`config.mk`:
```
export PLATFORM = sky130hd
export DESIGN_NAME = manch_decoder
export DESIGN_NICKNAME = d
export VERILOG_FILES = /design/src/rtl/mdec_pkg.sv /design/src/rtl/mdec_phase.sv /design/src/rtl/mdec_sampler.sv /design/src/rtl/mdec_outreg.sv /design/src/rtl/manch_decoder.sv
export SDC_FILE = /design/constraint.sdc
export NUM_CORES = 1
export LEC_CHECK = 0
export ABC_AREA = 1
export CELL_PAD_IN_SITES_DETAIL_PLACEMENT = 1
export CELL_PAD_IN_SITES_GLOBAL_PLACEMENT = 2
export CORE_AREA = 5 5 42 44
export CTS_BUF_LIST = sky130_fd_sc_hd__clkbuf_16
export DETAILED_ROUTE_END_ITERATION = 10
export DIE_AREA = 0 0 47 49
export GPL_TIMING_DRIVEN = 0
export HOLD_SLACK_MARGIN = 0.08
export PLACE_DENSITY_LB_ADDON = 0.3
export SYNTH_ARGS = -nofsm -noshare
export SYNTH_HDL_FRONTEND = slang
export SYNTH_HIERARCHICAL = 1
export SYNTH_SLANG_ARGS = --single-unit
```
`constraint.sdc`:
```
create_clock -name clk -period 2.1 [get_ports clk]
set_input_delay 0.315 -clock clk [delete_from_list [all_inputs] [get_ports clk]]
set_output_delay 0.315 -clock clk [all_outputs]
set_load 0.02 [all_outputs]
```
`src/rtl/mdec_pkg.sv`:
```
package mdec_pkg;
  // Registered decoder result
  typedef struct packed {
    logic data;
    logic valid;
  } mdec_res_t;

  // Decode rule: falling mid-bit edge -> 1, rising -> 0, no edge -> inactive
  function automatic mdec_res_t mdec_judge_bit(input logic first_h, input logic second_h);
    mdec_res_t r;
    r.valid = first_h ^ second_h;
    r.data  = first_h & ~second_h;
    return r;
  endfunction
endpackage

```
`src/rtl/mdec_phase.sv`:
```
module mdec_phase #(
  parameter int SAMPLES_PER_BIT = 2
) (
  input  logic clk,
  input  logic rst,
  input  logic tick,
  output logic at_first,
  output logic at_last
);
  localparam int PH_W = (SAMPLES_PER_BIT > 1) ? $clog2(SAMPLES_PER_BIT) : 1;
  localparam logic [PH_W-1:0] LAST_IDX = PH_W'(SAMPLES_PER_BIT - 1);

  logic [PH_W-1:0] idx_q;

  always_ff @(posedge clk) begin
    if (rst) begin
      idx_q <= '0;
    end else if (tick) begin
      if (idx_q == LAST_IDX) idx_q <= '0;
      else                   idx_q <= idx_q + 1'b1;
    end
  end

  assign at_first = (idx_q == '0);
  assign at_last  = (idx_q == LAST_IDX);
endmodule

```
`src/rtl/mdec_sampler.sv`:
```
module mdec_sampler (
  input  logic clk,
  input  logic rst,
  input  logic take,
  input  logic line,
  output logic held
);
  always_ff @(posedge clk) begin
    if (rst)       held <= 1'b0;
    else if (take) held <= line;
  end
endmodule

```
`src/rtl/mdec_outreg.sv`:
```
module mdec_outreg
  import mdec_pkg::*;
(
  input  logic clk,
  input  logic rst,
  input  logic commit,
  input  logic first_h,
  input  logic second_h,
  output logic data_q,
  output logic valid_q
);
  mdec_res_t res_q;
  mdec_res_t res_d;

  always_comb res_d = mdec_judge_bit(first_h, second_h);

  always_ff @(posedge clk) begin
    if (rst)         res_q <= '0;
    else if (commit) res_q <= res_d;
  end

  assign data_q  = res_q.data;
  assign valid_q = res_q.valid;
endmodule

```
`src/rtl/manch_decoder.sv`:
```
module manch_decoder #(
  parameter int SAMPLES_PER_BIT = 2
) (
  input  logic clk,
  input  logic rst,
  input  logic line_in,
  input  logic smp_tick,
  output logic data_out,
  output logic valid_out
);
  logic ph_first, ph_last;
  logic first_sample;

  mdec_phase #(.SAMPLES_PER_BIT(SAMPLES_PER_BIT)) u_phase (
    .clk(clk), .rst(rst), .tick(smp_tick),
    .at_first(ph_first), .at_last(ph_last)
  );

  mdec_sampler u_first (
    .clk(clk), .rst(rst), .take(smp_tick & ph_first),
    .line(line_in), .held(first_sample)
  );

  mdec_outreg u_out (
    .clk(clk), .rst(rst), .commit(smp_tick & ph_last),
    .first_h(first_sample), .second_h(line_in),
    .data_q(data_out), .valid_q(valid_out)
  );
endmodule

```
==> out/metrics.csv <==
metric;value;unit
yosysTopAreaCellShare;40.76;%
clock_latency;0.22;ns
cpLargestDelayFamily;buffers and inverters;
finalSetupViolCount;0;
synth_largest_area_cell;dfxtp_1;
routedWlPerCell;7.946;um
cts_max_level;1;
power_density;1209;nW/um2
die_h;49;um
grt_overflow;0;
cts_sinks;4;
postLayoutCellArea;341.6;um2
vias;198;
post-route-period-util;69.19;%
die_area;2303;um2
finalCriticalPeriod;1.453;ns
slowest_stage;clkdlybuf4s50_1;
finalNonFillerCells;56;
synth_area;196.4;um2
ys.flop_type;dfxtp_1;
startpoint_type;register;
slew_violations;0;
drt_pre_antenna_iters;1;
core_area;1401;um2
synth-seq-cells;4;
vias_per_cell;3.536;
syn_inst;32;
ys_types;6;
tightest_slew;0.2134;ns
io_buffers;5;
synth_warnings;6;
synth_edf_count;0;
netlist_top_cells_area;dfxtp_1 (41%), nand2_1 (19%), inv_1 (17%);
cts_root_buf;clkbuf_16;
dr.first_iter.drc_count;0;
wl;445;um
tritoncts;done;
grt_pass1_vias;225;
hold_path_class;reg -> reg;
critPathCaptureType;output port;
rsz0062_at_grt;no;
dp_cells;53;
antenna_cells;0;
initial_core_util;14.02;%
die_x;47;um
final_util;24.38;%
cts_resized;0;
cts_hold_buffers;0;
grt.total_usage;5.423;%
drc_errors;0;
maxCapViolations;0;
crit_type;reg -> out;
synth_common_cells;nand2_1 (10), inv_1 (9), nor2_1 (7);
grt_first_pass_wirelength;828;um
vdd_drop_max;0.4384;mV
hold_viol;0;
pin_count;6;
status;finished clean;
avgSynthCellArea;6.139;um2
slew_headroom;85.73;%
crit_arrival;1.14;ns
syn_nets;37;
gp_routability_congestion;0.6661;
skew;0.00009813;ns
cts_buffers;3;
slowest_delay;0.60;ns
drive_above_1_share;10.00;%
required;1.78;ns
ys_seq_area_share;40.76;%
p_leak;0.0001810;uW
async_flop_share;0;%
post_dp_cell_area;266.5;um2
grt_max_degree;5;
area_delta_synth_final;73.89;%
dp_hpwl;329.7;um
post-cts-setup-buffers;0;
path_buf_inv;1;
antenna_found_initial;0;
clk_pin_slew_worst_paths;0.03;ns
synth_most_common_cell;nand2_1;
fin_setup_tns;0;ns
clk_path_buf_depth;2;
ant_nets;0;
nets;47;
path_cells;clkdlybuf4s50_1;
fmax;0.6883;GHz
cp_max_fo;2;
num_rows;14;
==> tightest hold or removal path: stages (launching register included) <==
cell     delay, ns
dfxtp_1       0.31
nor2_1        0.04
nor2_1        0.08
==> state kept, by name, summed over array words and instances (netlist names) <==
signal           count
u_first/held         1
u_out/data_q         1
u_phase/at_last      1
u_out/valid_q        1
==> cell usage in the layout, fill, tap and decap left out, drive strengths merged <==
cell type	Yosys	routed
dfxtp	4	4
nor2	8	8
nand2	10	10
ha	1	1
clkbuf	0	3
inv	9	9
clkdlybuf4s50	0	5
==> cells by family (layout without fill, tap and decap cells) <==
family | after synthesis | in the layout | synth area share (%)
and+or+nand+nor | 18 | 18 | 35.68
adders and majority gates | 1 | 1 | 6.368
buffers and inverters | 9 | 17 | 17.20
DFF | 4 | 4 | 40.77
==> stage by stage <==
step	setup slack (ns)	hold WS (ns)	total power, uW
2_1_floorplan	1.279	0.4444	105.4
3_3_place_gp	0.7511	0.4614	119.5
3_5_place_dp	0.7404	0.4748	120.9
4_1_cts	0.6340	0.4829	420.6
5_1_grt	0.6176	0.5121	434.6
6_report	0.6471	0.4741	413.0
==> routing by layer <==
layer / share of wire, % / routed length, um / global-route usage [%] / up-vias
met5: 0 / 0 / 0 / -
met4: 0 / 0 / 2.765 / 0
met3: 14 / 61 / 5.535 / 0
met2: 53 / 235 / 7.692 / 6
met1: 33 / 149 / 4.835 / 87
li1: - / - / - / 105
==> power breakdown <==
group	internal [uW]	switching [uW]	total [uW]
Clock	243	50.4	293
Combinational	16.5	17.6	34.1
Sequential	82.2	3.34	85.5
==> path summary, 6_finish.rpt <==
kind                            slack [ns]                 startpoint                         end  cells past startpoint
worst min-delay path                  0.47  u_out/data_q$_SDFFE_PP0P_   u_out/data_q$_SDFFE_PP0P_                      2
worst max register to register        1.27  u_first/held$_SDFFE_PP0P_  u_out/valid_q$_SDFFE_PP0P_                      4
worst max-delay path                  0.65  u_out/data_q$_SDFFE_PP0P_                    data_out                      1
worst min register to register        0.47  u_out/data_q$_SDFFE_PP0P_   u_out/data_q$_SDFFE_PP0P_                      2
==> layout make-up <==
type / count / area (um2)
timing repair buffer: 5 / 50.05
sequential: 4 / 80.08
multi-input combinational: 19 / 82.58
tap: 16 / 20.02
fill: 186 / 1060
clock buffer: 3 / 75.07
inverter: 9 / 33.78
Note: power is estimated with default switching activity, not from simulation.
